**config.mk**
```make
export PLATFORM = sky130hd
export DESIGN_NAME = rob_top
export DESIGN_NICKNAME = d
export VERILOG_FILES = /design/src/rtl/rob_pkg.sv /design/src/rtl/rob_ctrl.sv /design/src/rtl/rob_store.sv /design/src/rtl/rob_lookup.sv /design/src/rtl/rob_top.sv
export SDC_FILE = /design/constraint.sdc
export NUM_CORES = 1
export LEC_CHECK = 0
export ABC_AREA = 1
export ABC_CLOCK_PERIOD_IN_PS = 12100
export BUFFER_PORTS_ARGS = -buffer_cell sky130_fd_sc_hd__buf_2
export CAP_MARGIN = 30
export CORE_ASPECT_RATIO = 2
export CORE_MARGIN = 2
export CORE_UTILIZATION = 47
export CTS_CLUSTER_DIAMETER = 40
export DETAILED_ROUTE_END_ITERATION = 8
export HOLD_SLACK_MARGIN = 0.03
export REMOVE_ABC_BUFFERS = 1
export SYNTH_ARGS = -nofsm -noshare
export SYNTH_HDL_FRONTEND = slang
export SYNTH_SLANG_ARGS = --single-unit
```
**constraint.sdc**
```tcl
create_clock -name clk -period 12.1 [get_ports clk]
set_clock_uncertainty 0.05 [all_clocks]
set_input_delay 0.605 -clock clk [delete_from_list [all_inputs] [get_ports clk]]
set_output_delay 0.605 -clock clk [all_outputs]
set_load 0.01 [all_outputs]
```
**src/rtl/rob_pkg.sv**
```systemverilog
package rob_pkg;
  typedef enum logic [1:0] {
    HD_EMPTY  = 2'd0,
    HD_WAIT   = 2'd1,
    HD_RETIRE = 2'd2,
    HD_FAULT  = 2'd3
  } head_state_e;
endpackage

```
**src/rtl/rob_ctrl.sv**
```systemverilog
module rob_ctrl #(
  parameter int NUM_ENT = 8,
  localparam int IDX_W = $clog2(NUM_ENT),
  localparam int PTR_W = IDX_W + 1
) (
  input  logic             clk,
  input  logic             rst_n,
  input  logic             alloc_valid,
  input  logic             head_done,
  input  logic             head_exc,
  output logic [PTR_W-1:0] head_ptr,
  output logic [PTR_W-1:0] tail_ptr,
  output logic             alloc_ready,
  output logic             alloc_fire,
  output logic             commit_fire,
  output logic             flush_fire,
  output logic             full
);
  import rob_pkg::*;

  logic [PTR_W-1:0] head_q, head_n, tail_q, tail_n, occ;
  head_state_e      hstate;
  logic             empty;

  assign occ   = tail_q - head_q;
  assign empty = (occ == '0);
  assign full  = (occ == PTR_W'(NUM_ENT));

  always_comb begin
    if (empty)          hstate = HD_EMPTY;
    else if (!head_done) hstate = HD_WAIT;
    else if (head_exc)  hstate = HD_FAULT;
    else                hstate = HD_RETIRE;
  end

  assign commit_fire = (hstate == HD_RETIRE);
  assign flush_fire  = (hstate == HD_FAULT);
  assign alloc_ready = !full && !flush_fire;
  assign alloc_fire  = alloc_valid && alloc_ready;

  always_comb begin
    head_n = head_q;
    tail_n = tail_q;
    if (commit_fire) head_n = head_q + PTR_W'(1);
    if (flush_fire)      tail_n = head_q;
    else if (alloc_fire) tail_n = tail_q + PTR_W'(1);
  end

  always_ff @(posedge clk or negedge rst_n) begin
    if (!rst_n) begin
      head_q <= '0;
      tail_q <= '0;
    end else begin
      head_q <= head_n;
      tail_q <= tail_n;
    end
  end

  assign head_ptr = head_q;
  assign tail_ptr = tail_q;
endmodule

```
**src/rtl/rob_store.sv**
```systemverilog
module rob_store #(
  parameter int NUM_ENT = 8,
  parameter int REG_AW  = 5,
  parameter int DATA_W  = 32,
  parameter int PC_W    = 32,
  localparam int IDX_W = $clog2(NUM_ENT)
) (
  input  logic                            clk,
  input  logic                            rst_n,
  input  logic                            alloc_fire,
  input  logic [IDX_W-1:0]                alloc_idx,
  input  logic [REG_AW-1:0]               alloc_dest,
  input  logic [PC_W-1:0]                 alloc_pc,
  input  logic                            wb_valid,
  input  logic [IDX_W-1:0]                wb_idx,
  input  logic [DATA_W-1:0]               wb_data,
  input  logic                            wb_exc,
  output logic [NUM_ENT-1:0][REG_AW-1:0]  dest_q,
  output logic [NUM_ENT-1:0][PC_W-1:0]    pc_q,
  output logic [NUM_ENT-1:0][DATA_W-1:0]  data_q,
  output logic [NUM_ENT-1:0]              done_q,
  output logic [NUM_ENT-1:0]              exc_q
);
  for (genvar g = 0; g < NUM_ENT; g++) begin : g_slot
    logic sel_alloc, sel_wb;
    assign sel_alloc = alloc_fire && (alloc_idx == IDX_W'(g));
    assign sel_wb    = wb_valid && (wb_idx == IDX_W'(g));

    always_ff @(posedge clk or negedge rst_n) begin
      if (!rst_n) begin
        done_q[g] <= 1'b0;
        exc_q[g]  <= 1'b0;
      end else if (sel_alloc) begin
        done_q[g] <= 1'b0;
        exc_q[g]  <= 1'b0;
      end else if (sel_wb) begin
        done_q[g] <= 1'b1;
        exc_q[g]  <= wb_exc;
      end
    end

    always_ff @(posedge clk) begin
      if (sel_alloc) begin
        dest_q[g] <= alloc_dest;
        pc_q[g]   <= alloc_pc;
      end
      if (sel_wb) data_q[g] <= wb_data;
    end
  end
endmodule

```
**src/rtl/rob_lookup.sv**
```systemverilog
module rob_lookup #(
  parameter int NUM_ENT = 8,
  parameter int REG_AW  = 5,
  parameter int DATA_W  = 32,
  localparam int IDX_W = $clog2(NUM_ENT),
  localparam int PTR_W = IDX_W + 1
) (
  input  logic [PTR_W-1:0]               head_ptr,
  input  logic [PTR_W-1:0]               tail_ptr,
  input  logic [PTR_W-1:0]               lk_before,
  input  logic [REG_AW-1:0]              lk_reg,
  input  logic [NUM_ENT-1:0][REG_AW-1:0] dest_q,
  input  logic [NUM_ENT-1:0][DATA_W-1:0] data_q,
  input  logic [NUM_ENT-1:0]             done_q,
  output logic                           lk_hit,
  output logic                           lk_ready,
  output logic [DATA_W-1:0]              lk_value
);
  logic [PTR_W-1:0] occ, span, lim;
  logic [IDX_W-1:0] sel, idx;

  assign occ  = tail_ptr - head_ptr;
  assign span = lk_before - head_ptr;
  assign lim  = (span < occ) ? span : occ;

  always_comb begin
    lk_hit = 1'b0;
    sel    = '0;
    idx    = '0;
    for (int k = 0; k < NUM_ENT; k++) begin
      idx = head_ptr[IDX_W-1:0] + IDX_W'(k);
      if ((PTR_W'(k) < lim) && (dest_q[idx] == lk_reg)) begin
        lk_hit = 1'b1;
        sel    = idx;
      end
    end
  end

  assign lk_ready = lk_hit && done_q[sel];
  assign lk_value = !lk_hit   ? '0 :
                    lk_ready  ? data_q[sel] : DATA_W'(sel);
endmodule

```
**src/rtl/rob_top.sv**
```systemverilog
module rob_top #(
  parameter int NUM_ENT = 8,
  parameter int REG_AW  = 5,
  parameter int DATA_W  = 32,
  parameter int PC_W    = 32,
  localparam int IDX_W = $clog2(NUM_ENT),
  localparam int PTR_W = IDX_W + 1
) (
  input  logic              clk,
  input  logic              rst_n,
  input  logic              alloc_valid,
  input  logic [REG_AW-1:0] alloc_dest,
  input  logic [PC_W-1:0]   alloc_pc,
  output logic              alloc_ready,
  output logic [PTR_W-1:0]  alloc_tag,
  input  logic              wb_valid,
  input  logic [IDX_W-1:0]  wb_tag,
  input  logic [DATA_W-1:0] wb_data,
  input  logic              wb_exc,
  output logic              commit_valid,
  output logic [REG_AW-1:0] commit_dest,
  output logic [DATA_W-1:0] commit_data,
  output logic              flush_valid,
  output logic [PC_W-1:0]   flush_pc,
  input  logic [REG_AW-1:0] lk_reg,
  input  logic [PTR_W-1:0]  lk_before,
  output logic              lk_hit,
  output logic              lk_ready,
  output logic [DATA_W-1:0] lk_value
);
  logic [PTR_W-1:0]               head_ptr, tail_ptr;
  logic                           alloc_fire, commit_fire, flush_fire, full;
  logic [NUM_ENT-1:0][REG_AW-1:0] dest_q;
  logic [NUM_ENT-1:0][PC_W-1:0]   pc_q;
  logic [NUM_ENT-1:0][DATA_W-1:0] data_q;
  logic [NUM_ENT-1:0]             done_q, exc_q;
  logic [IDX_W-1:0]               head_idx;

  assign head_idx = head_ptr[IDX_W-1:0];

  rob_ctrl #(.NUM_ENT(NUM_ENT)) u_ctrl (
    .clk(clk), .rst_n(rst_n), .alloc_valid(alloc_valid),
    .head_done(done_q[head_idx]), .head_exc(exc_q[head_idx]),
    .head_ptr(head_ptr), .tail_ptr(tail_ptr), .alloc_ready(alloc_ready),
    .alloc_fire(alloc_fire), .commit_fire(commit_fire),
    .flush_fire(flush_fire), .full(full)
  );

  rob_store #(.NUM_ENT(NUM_ENT), .REG_AW(REG_AW), .DATA_W(DATA_W), .PC_W(PC_W)) u_store (
    .clk(clk), .rst_n(rst_n), .alloc_fire(alloc_fire),
    .alloc_idx(tail_ptr[IDX_W-1:0]), .alloc_dest(alloc_dest), .alloc_pc(alloc_pc),
    .wb_valid(wb_valid), .wb_idx(wb_tag), .wb_data(wb_data), .wb_exc(wb_exc),
    .dest_q(dest_q), .pc_q(pc_q), .data_q(data_q), .done_q(done_q), .exc_q(exc_q)
  );

  rob_lookup #(.NUM_ENT(NUM_ENT), .REG_AW(REG_AW), .DATA_W(DATA_W)) u_lookup (
    .head_ptr(head_ptr), .tail_ptr(tail_ptr), .lk_before(lk_before), .lk_reg(lk_reg),
    .dest_q(dest_q), .data_q(data_q), .done_q(done_q),
    .lk_hit(lk_hit), .lk_ready(lk_ready), .lk_value(lk_value)
  );

  assign alloc_tag    = tail_ptr;
  assign commit_valid = commit_fire;
  assign commit_dest  = dest_q[head_idx];
  assign commit_data  = data_q[head_idx];
  assign flush_valid  = flush_fire;
  assign flush_pc     = pc_q[head_idx];
endmodule

```
# == Yosys cells after proc, flatten, opt, wreduce, memory -nomap -nowiden ==
# Index checks and enable logic that the tools add are counted.
# word_totals
word_cells,221
ff_bits,576
inputBits,86
output_inout_bits,110
# classes
n_mux,84
order_cmp,18
add_sub_neg,11
n_eq_ne,25
reduce_logical,41
# op_table
cell,count
binary-select mux 32 bit (select 3 bit),3
2-to-1 mux 32 bit,5
binary-select mux 5 bit (select 3 bit),8
2-to-1 mux 1 bit,44
equality test 5 bit,8
2-to-1 mux 5 bit,8
"< comparator 3 x 4 -> 1 bit, second input constant",9
logical AND 1 bit,27
"equality test 3 bit, second input constant",8
2-to-1 mux 3 bit,8
nonzero test 2 bit,9
"< comparator 3 x 4 -> 1 bit, first input constant",4
"adder 3 bit, second input constant",4
"equality test 3 x 2 -> 1 bit, second input constant",4
2-to-1 mux 4 bit,3
binary-select mux 1 bit (select 3 bit),3
"adder 4 x 1 -> 4 bit, second input constant",2
"< comparator 1 x 4 -> 1 bit, first input constant",2
"< comparator 2 x 4 -> 1 bit, first input constant",2
subtractor 4 bit,2
"adder 3 x 2 -> 3 bit, second input constant",2
"equality test 3 x 1 -> 1 bit, second input constant",2
logical NOT 3 bit,2
"equality test 2 bit, second input constant",2
other kinds (6),8

# == Longest topological paths before layout ==
# Gate-level depths: netlist of the first run.
# depth
depth_word,18
ltp_mapped,39

# == By module ==
# From an unflattened synthesis of the first run, not the netlist that was laid out.
# unflattened
cells_unflattened,3752
hier_area_um2,31766.7
# by_module_without_submodules
mod,area_per_inst_um2,instances,cells_each,seq_area_each_um2
rob_store,17377.9,1,668,16976.3
rob_top,7798.7,1,1887,0.0
rob_lookup,5894.4,1,1102,0.0
rob_ctrl,695.7,1,95,200.2

# == Least setup slack after synthesis of the first run ==
# OpenSTA, ideal clock, no wires.
# synth_timing
path_kind,register to register
start,"register u_ctrl.head_q[1], in the netlist u_ctrl.head_ptr[1]"
end,register u_store.exc_q[4]
period_less_slack_ns,6.380
stages_incl_launch_ff,17
t_arrival_ns,6.209
t_required_ns,11.929
slack_ns,5.720
cell_sequence,dfrtp_1 inv_1 buf_2 clkbuf_1 clkbuf_1 clkbuf_1 fa_1 nor3_1 nand2_1 nand3_1 nand2_1 inv_1 nand2_1 nor3_1 inv_1 a31oi_1 inv_1
# synth_between
elab_chain_len,11
elab_cells_between_ends,18
cone_classes,add/sub: 1; eq/ne: 2; mux: 8; reduce/logical: 7
# synth_rtl
element,line,text
start: declaration,rob_ctrl.sv:21,"logic [PTR_W-1:0] head_q, head_n, tail_q, tail_n, occ;"
start signal: assignment,rob_ctrl.sv:54,head_q <= head_n;
binary-select mux 1 bit (select 3 bit),rob_top.sv:43,".head_done(done_q[head_idx]), .head_exc(exc_q[head_idx]),"
2-to-1 mux 1 bit (not written as such),rob_top.sv:43,
2-to-1 mux 1 bit,rob_ctrl.sv:32,else if (head_exc) hstate = HD_FAULT;
2-to-1 mux 2 bit,rob_ctrl.sv:31,else if (!head_done) hstate = HD_WAIT;
2-to-1 mux 2 bit,rob_ctrl.sv:30,if (empty) hstate = HD_EMPTY;
equality test 2 bit,rob_ctrl.sv:37,assign flush_fire = (hstate == HD_FAULT);
logical NOT 1 bit,rob_ctrl.sv:38,assign alloc_ready = !full && !flush_fire;
logical AND 1 bit (*),rob_ctrl.sv:38,
named net alloc_ready,rob_top.sv:14,"output logic alloc_ready,"
logical AND 1 bit (*),rob_ctrl.sv:39,assign alloc_fire = alloc_valid && alloc_ready;
logical AND 1 bit (*),rob_store.sv:26,assign sel_alloc = alloc_fire && (alloc_idx == IDX_W'(g));
named net u_store.g_slot[4].sel_alloc,rob_store.sv:25,"logic sel_alloc, sel_wb;"
2-to-1 mux 1 bit / nonzero test 2 bit (equally long branches),n/a,
end signal: indexed assignment,rob_store.sv:38,exc_q[g] <= wb_exc;
end: declaration,rob_store.sv:22,output logic [NUM_ENT-1:0] exc_q
# The timed path passes the listed nets; every way through them passes the cells marked *. The select of a mux whose other input is x is not followed.
# A chain may end at the register's enable or synchronous reset.

# == Worst setup path after layout of the first run ==
# layout_timing
start,"register u_ctrl.head_q[1], in the netlist u_ctrl.head_ptr[1]"
end,output port lk_value[0]
# layout_between
elab_chain_len,18
elab_cells_between_ends,74
cone_classes,add/sub: 9; order compare: 9; eq/ne: 8; mux: 39; reduce/logical: 9
# layout_rtl
element,line,text
subtractor 4 bit (on tied branches),"rob_lookup.sv:23, rob_lookup.sv:22",
< comparator 4 bit,rob_lookup.sv:24,assign lim = (span < occ) ? span : occ;
2-to-1 mux 4 bit,rob_lookup.sv:24,
< comparator 1 x 4 -> 1 bit,rob_lookup.sv:32,if ((PTR_W'(k) < lim) && (dest_q[idx] == lk_reg)) begin
logical AND 1 bit,rob_lookup.sv:32,
2-to-1 mux 3 bit (8 in a row),rob_lookup.sv:32,
binary-select mux 1 bit (select 3 bit),rob_lookup.sv:39,assign lk_ready = lk_hit && done_q[sel];
2-to-1 mux 1 bit (not written as such),rob_lookup.sv:39,
logical AND 1 bit,rob_lookup.sv:39,
2-to-1 mux 32 bit,rob_lookup.sv:41,lk_ready ? data_q[sel] : DATA_W'(sel);
2-to-1 mux 32 bit (*),rob_lookup.sv:40,assign lk_value = !lk_hit ? '0 :
end: declaration,rob_top.sv:29,output logic [DATA_W-1:0] lk_value
# Mark *: on every way between the ends. The rest lies on a longest branch, timed or not. The select of a mux whose other input is x is not followed.

==> metrics.md, run 1 <==
| Metric | Value |
|---|---|
| Status | `finished, final reports clean` |
| Final hold vios | `0` |
| Library cells used by synthesis | `36` |
| Routed Antenna Nets | `0` |
| Commonest non-fill, non-tap cells in the layout | `edfxtp_1 (552), nand2_1 (481), o21ai_0 (339)` |
| Post-route minimum period | `9.05 ns` |
| Worst path bufs/invs | `7` |
| Placed Cells | `3640` |
| Worst-Margin Slew | `1.03 ns` |
| Synth area leader | `edfxtp_1` |
| Top_reg_cell synth | `edfxtp_1` |
| Initial DRC count | `1738` |
| Site row count | `126` |
| Avg Inst Size Synth | `9.88 µm²` |
| Clock Tree Root | `clkbuf_16` |
| Cell count after synthesis | `2830` |
| CP Data Arrival Time | `8.40 ns` |
| Die area | `61600 µm²` |
| Top-area cell type share of the netlist area | `59.3%` |
| Fill cells | `5247` |
| Layout cells sized above 1 | `12.3%` |
| Fmax | `110 MHz` |
| CP Launch Type | `flop` |
| HPWL Detailed | `45500 µm` |
| Multi-input gate area | `9120 µm²` |
| Hold_ws | `0.196 ns` |
| CP max stage delay | `0.84 ns` |
| Die X | `176 µm` |
| CP top delay family | `simple AND/OR/NAND/NOR gates` |
| Met2 Routed Length | `39800 µm` |
| DRT met1 WL | `29200 µm` |
| Cell Area, Synth | `28000 µm²` |
| Max cap viols | `0` |
| Setup Crit Path Kind | `flop to output pin` |
| Fin. max-slew vios | `0` |
| Crit. End Element | `output pin` |
| Worst Path Max Fanout | `74` |
| Routed met3 length | `5140 µm` |
| Setup WS pre-CTS | `3.59 ns` |
| H-tree depth | `2` |
| First-pass GRT wire length | `118000 µm` |
| Hold crit path type | `input port to flop` |
| Post-synth EDFFs | `552` |
| CTS resizes | `0` |
| Max-slew headroom | `31.4%` |
| Critical-path top delay cell | `dfrtp_4` |
| CTS Sinks | `576` |
| Async set or reset register ratio after synthesis | `4.17%` |
| # port buffers | `195` |
| Largest net degree at the start of global routing | `162` |
| Post-Route Setup TNS | `0 ns` |
| Commonest non-fill, non-tap cell in the layout | `edfxtp_1` |
| DR vias | `21900` |
| Non-Filler Instances | `3741` |
| CTS tree | `done` |
| I/O pins | `196` |
| CTS clk-pin slew, worst paths | `0.07 ns` |
| RSZ-0062 raised after global routing | `no` |
| Register area | `17200 µm²` |
| Initial antenna violation count | `9` |
| Final worst-path setup slack | `3.05 ns` |
| Clk_lat worst skew | `0.62 ns` |
| Chip height | `349 µm` |
| CTS Buf Count | `53` |
| Clk buf depth | `3` |
| WP data required | `11.44 ns` |
| GRT Util Overall | `24.8%` |
| Initial Utilization | `47.4%` |
| Vias in the first global route | `21600` |
| YS warnings | `0` |
| Tcrit/Tclk final | `74.8%` |
| DR WL/cell | `20.6 µm` |
| Via density | `5.84` |
| Area grow syn2layout | `11.7%` |
| DR top layer | `met5` |
| Final net count | `3034` |
| Final setup vio count | `0` |
| Top cells by area, synth | `edfxtp_1 (59%), nand2_1 (6.5%), o21ai_0 (6.1%)` |
| Core Footprint | `59000 µm²` |
| Drt first pass iters | `6` |
| Grt ovf | `0` |
| Number of synthesized register bits | `576` |
| CP most frequent cell | `nand2_1` |
| DRC | `0` |
| Post-synthesis sequential area ratio | `61.4%` |
| Post-Route WL | `77200 µm` |
| Routability cong. | `0.907` |
==> cells by family (layout without fill, tap and decap cells) <==
kind of cell	Yosys count	after routing	synth area share, %
and+or+nand+nor	1080	1080	16.2
AOI/OAI and AO/OA	718	718	14.5
DFF	576	576	61.4
buffers and inverters	417	557	6.37
adders and majority gates	20	20	0.949
xor gates and xnor gates	19	19	0.622
other	0	3	0
==> sequential cells by signal, indices dropped and copies added (netlist names) <==
| signal | count |
|---|---|
| u_ctrl.head_ptr | 4 |
| u_store.done_q | 8 |
| u_store.dest_q | 40 |
| u_store.exc_q | 8 |
| u_store.pc_q | 256 |
| u_ctrl.tail_ptr | 4 |
| u_store.data_q | 256 |
==> repair_timing <==
item,in CTS,in global routing
hold buffers,1,0
setup buffers,0,0
hold endpoints to repair,24,0
setup endpoints to repair,0,0
==> final timing paths <==
| kind | startpoint | end | slack, ns | cells after the start |
|---|---|---|---|---|
| max | u_ctrl.head_ptr[1]$_DFFE_PN0P_ | lk_value[0] | 3.05 | 33 |
| min | alloc_pc[19] | u_store.pc_q[51]$_DFFE_PP_ | 0.20 | 1 |
| max reg2reg | u_ctrl.head_ptr[0]$_DFFE_PN0P_ | u_store.pc_q[124]$_DFFE_PP_ | 6.75 | 14 |
| min reg2reg | u_store.done_q[6]$_DFFE_PN0P_ | u_store.done_q[6]$_DFFE_PN0P_ | 0.46 | 2 |
| max in group asynchronous | rst_n | u_ctrl.head_ptr[1]$_DFFE_PN0P_ | 11.03 | 2 |
| min in group asynchronous | rst_n | u_store.exc_q[3]$_DFFE_PN0P_ | 0.54 | 2 |
==> Yosys cell counts, types with 2 or more instances <==
library cell	n
nor2_1	318
nand3_1	233
a221oi_1	2
buf_6	17
ha_1	18
clkbuf_1	103
nand2_4	2
o21ai_1	11
nand3_2	3
buf_1	14
nand2_2	4
inv_2	3
a21oi_2	3
inv_4	2
fa_1	2
xor2_1	17
nand2_1	481
nor3_1	10
buf_4	7
o22ai_1	32
nor2_2	12
o21ai_0	339
a21oi_1	139
nor3_2	4
a31oi_1	74
inv_1	226
nor3b_1	6
edfxtp_1	552
o211ai_1	117
nand3b_1	6
buf_2	45
dfrtp_1	24
==> layer usage <==
layer  track usage (%)  up-vias
met1              28.6    10700
met3              4.31      205
li1                  -    10200
met5                 0        -
met2              44.8      810
met4              10.8       14
==> worst register-to-register path, stage by stage, from the launching register on <==
cell and delay (ns):
dfrtp_4 0.83, buf_4 0.71, ha_1 0.29, inv_1 0.07
fa_1 0.52, nor3_1 0.38, nand2_1 0.12, nand3_1 0.22
nand2_1 0.08, inv_1 0.14, nand2_1 0.29, inv_1 0.22
nand2_1 0.18, inv_2 0.28, buf_4 0.51
==> per-stage QoR <==
stage	area, µm²	util, %
3_5_place_dp	29400	49.9
3_3_place_gp	29400	49.8
5_1_grt	31200	52.9
6_report	31200	52.9
4_1_cts	31200	52.9
2_1_floorplan	27000	-
==> cell type report <==
cell class                      instances  share of cell area [%]
Clock inverter                         33                    1.33
Timing Repair Buffer                  229                    4.02
Sequential cell                       576                    55.1
Multi-Input combinational cell       1837                    29.2
Tap cell                              768                    3.08
Antenna cell                            3                  0.0241
Inverter                              231                    2.84
Clock buffer                           64                    4.45
Power of run 1 is left out: the tool's default activity adds up to more than one toggle a clock period on the data nets, which glitch-free logic cannot reach.
==> inputs of run 2 (changes only) <==
--- a/config.mk
+++ b/config.mk
@@ -6,7 +6,7 @@
 export NUM_CORES = 1
 export LEC_CHECK = 0
 export ABC_AREA = 1
-export ABC_CLOCK_PERIOD_IN_PS = 12100
+export ABC_CLOCK_PERIOD_IN_PS = 9200
 export BUFFER_PORTS_ARGS = -buffer_cell sky130_fd_sc_hd__buf_2
 export CAP_MARGIN = 30
 export CORE_ASPECT_RATIO = 2
==> constraint.sdc (replaced) <==
create_clock -name clk -period 9.2 [get_ports clk]
set_clock_uncertainty 0.05 [all_clocks]
set_input_delay 0.46 -clock clk [delete_from_list [all_inputs] [get_ports clk]]
set_output_delay 0.46 -clock clk [all_outputs]
set_load 0.01 [all_outputs]
==> run 2 against run 1 <==
Against the previous run: highest routed layer unchanged; die area stayed put; routed wire length shrank 1.1%; setup slack got worse by 1.6 ns; critical endpoint unchanged; register-to-register slack worse by 2.5 ns; via count fell by 1.0%; global-route usage decreased by 0.15 points; first-iteration DRC count down 14%.
==> metrics.md, run 2 (synthesis results as in run 1) <==
| Metric | Value |
|---|---|
| R2R depth | `14` |
| Commonest non-fill, non-tap cells in the layout | `edfxtp_1 (552), nand2_1 (481), o21ai_0 (339)` |
| Postcts setup bufs | `0` |
| FF-to-FF setup slack | `4.30 ns` |
| Vias in the first global route | `21600` |
| Status | `finished, final reports clean` |
| Final net count | `3054` |
| CTS Buf Count | `55` |
| Clock Tree Root | `clkbuf_16` |
| CTS Sinks | `576` |
| Grt ovf | `0` |
| CP most frequent cell | `nand2_1` |
| Setup Crit Path Kind | `flop to output pin` |
| Commonest non-fill, non-tap cell in the layout | `edfxtp_1` |
| Multi-input gate area | `9120 µm²` |
| GRT Util Overall | `24.7%` |
| Worst-Margin Slew | `0.978 ns` |
| WP data required | `8.69 ns` |
| Max cap viols | `0` |
| Fmax | `129 MHz` |
| Area grow syn2layout | `12.1%` |
| Worst R2R End | `u_store.dest_q[19]$_DFFE_PP_` |
| Core Footprint | `59000 µm²` |
| I/O pins | `196` |
| Post-Route WL | `76300 µm` |
| H-tree depth | `2` |
| Chip height | `349 µm` |
| Fin. max-slew vios | `0` |
| Critical-path top delay cell | `dfrtp_4` |
| Largest net degree at the start of global routing | `137` |
| Post-route minimum period | `7.78 ns` |
| DR vias | `21600` |
| Die X | `176 µm` |
| HPWL Detailed | `45300 µm` |
| Max-slew headroom | `34.8%` |
| Final setup vio count | `0` |
| CTS clk-pin slew, worst paths | `0.06 ns` |
| CP Launch Type | `flop` |
| Worst Path Max Fanout | `136` |
| Worst Hold Path EP | `u_store.pc_q[248]$_DFFE_PP_` |
| RSZ-0062 raised after global routing | `no` |
| Initial DRC count | `1496` |
| Die area | `61600 µm²` |
| Via density | `5.76` |
| Hold Startpoint | `alloc_pc[24]` |
| DRC | `0` |
| Tcrit/Tclk final | `84.6%` |
| Biggest registers after layout | `u_store.data_q (256), u_store.pc_q (256), u_store.dest_q (40)` |
| Register area | `17200 µm²` |
| Fill cells | `5271` |
| CTS tree | `done` |
| CP Data Arrival Time | `7.27 ns` |
| Clk buf depth | `3` |
| R2r startpoint | `u_ctrl.head_ptr[1]$_DFFE_PN0P_` |
| Layout cells sized above 1 | `12.2%` |
| Crit. End Element | `output pin` |
| First-pass GRT wire length | `117000 µm` |
| Hold crit path type | `input port to flop` |
| Routability cong. | `0.906` |
| Initial Utilization | `47.4%` |
| Clk_lat worst skew | `0.61 ns` |
| CP max stage delay | `0.92 ns` |
| Final design utilization | `53.1%` |
| DR WL/cell | `20.3 µm` |
| Drt first pass iters | `7` |
| Hold depth | `1` |
| Non-Filler Instances | `3760` |
| # port buffers | `195` |
| Initial antenna violation count | `6` |
| Site row count | `126` |
| Final hold vios | `0` |
| Placed Cells | `3645` |
| Routed Antenna Nets | `0` |
==> run 2: layout make-up <==
type,instances,share of cell area (%)
Inverter,231,2.83
Multi-Input combinational cell,1837,29.1
Tap cell,768,3.07
Clock inverter,29,0.791
Sequential cell,576,54.8
Timing Repair Buffer,247,4.72
Antenna cell,1,0.00799
Clock buffer,71,4.65
==> run 2: per-stage QoR <==
step           cell area (µm²)  setup TNS, ns  worst slack (ns)  hold WS, ns
2_1_floorplan            27000        -346.97             -1.90        0.114
3_3_place_gp             29400              0              2.18        0.432
3_5_place_dp             29500              0              2.07        0.442
4_1_cts                  31300              0              1.41       0.0302
5_1_grt                  31300              0             0.838       0.0380
6_report                 31300              0              1.42       0.0602
==> run 2: timing repair <==
item,in CTS,in global routing
hold buffers,13,0
hold endpoints to repair,120,0
gates resized for setup,0,0
==> run 2: how the worst max path moves through the flow <==
stage               slack, ns                      startpoint           to  depth (start not counted)
floorplan               -1.90  u_ctrl.head_ptr[1]$_DFFE_PN0P_  lk_value[0]                         28
global placement         2.18  u_ctrl.head_ptr[1]$_DFFE_PN0P_  lk_value[0]                         29
detailed placement       2.07  u_ctrl.head_ptr[1]$_DFFE_PN0P_  lk_value[0]                         29
CTS                      1.41  u_ctrl.head_ptr[1]$_DFFE_PN0P_  lk_value[0]                         29
global route             0.84  u_ctrl.head_ptr[1]$_DFFE_PN0P_  lk_value[0]                         29
finish                   1.42  u_ctrl.head_ptr[1]$_DFFE_PN0P_  lk_value[0]                         29
==> run 2: critical path: cells and delay by family, from the launching register on <==
kind	cells	cell delay (ns)
AOI/OAI and AO/OA	3	0.72
adders and majority gates	2	0.69
buffers and inverters	5	0.89
DFF	1	0.92
and+or+nand+nor	19	3.35
==> run 2: routing by layer <==
layer,share of wire [%],global-route usage [%],vias up
met5,0.10,0,-
met2,51,44.4,765
met1,38,28.4,10400
met4,4.2,11.4,12
met3,6.5,4.30,217
li1,-,-,10200
Power of run 2 is left out for the same reason.
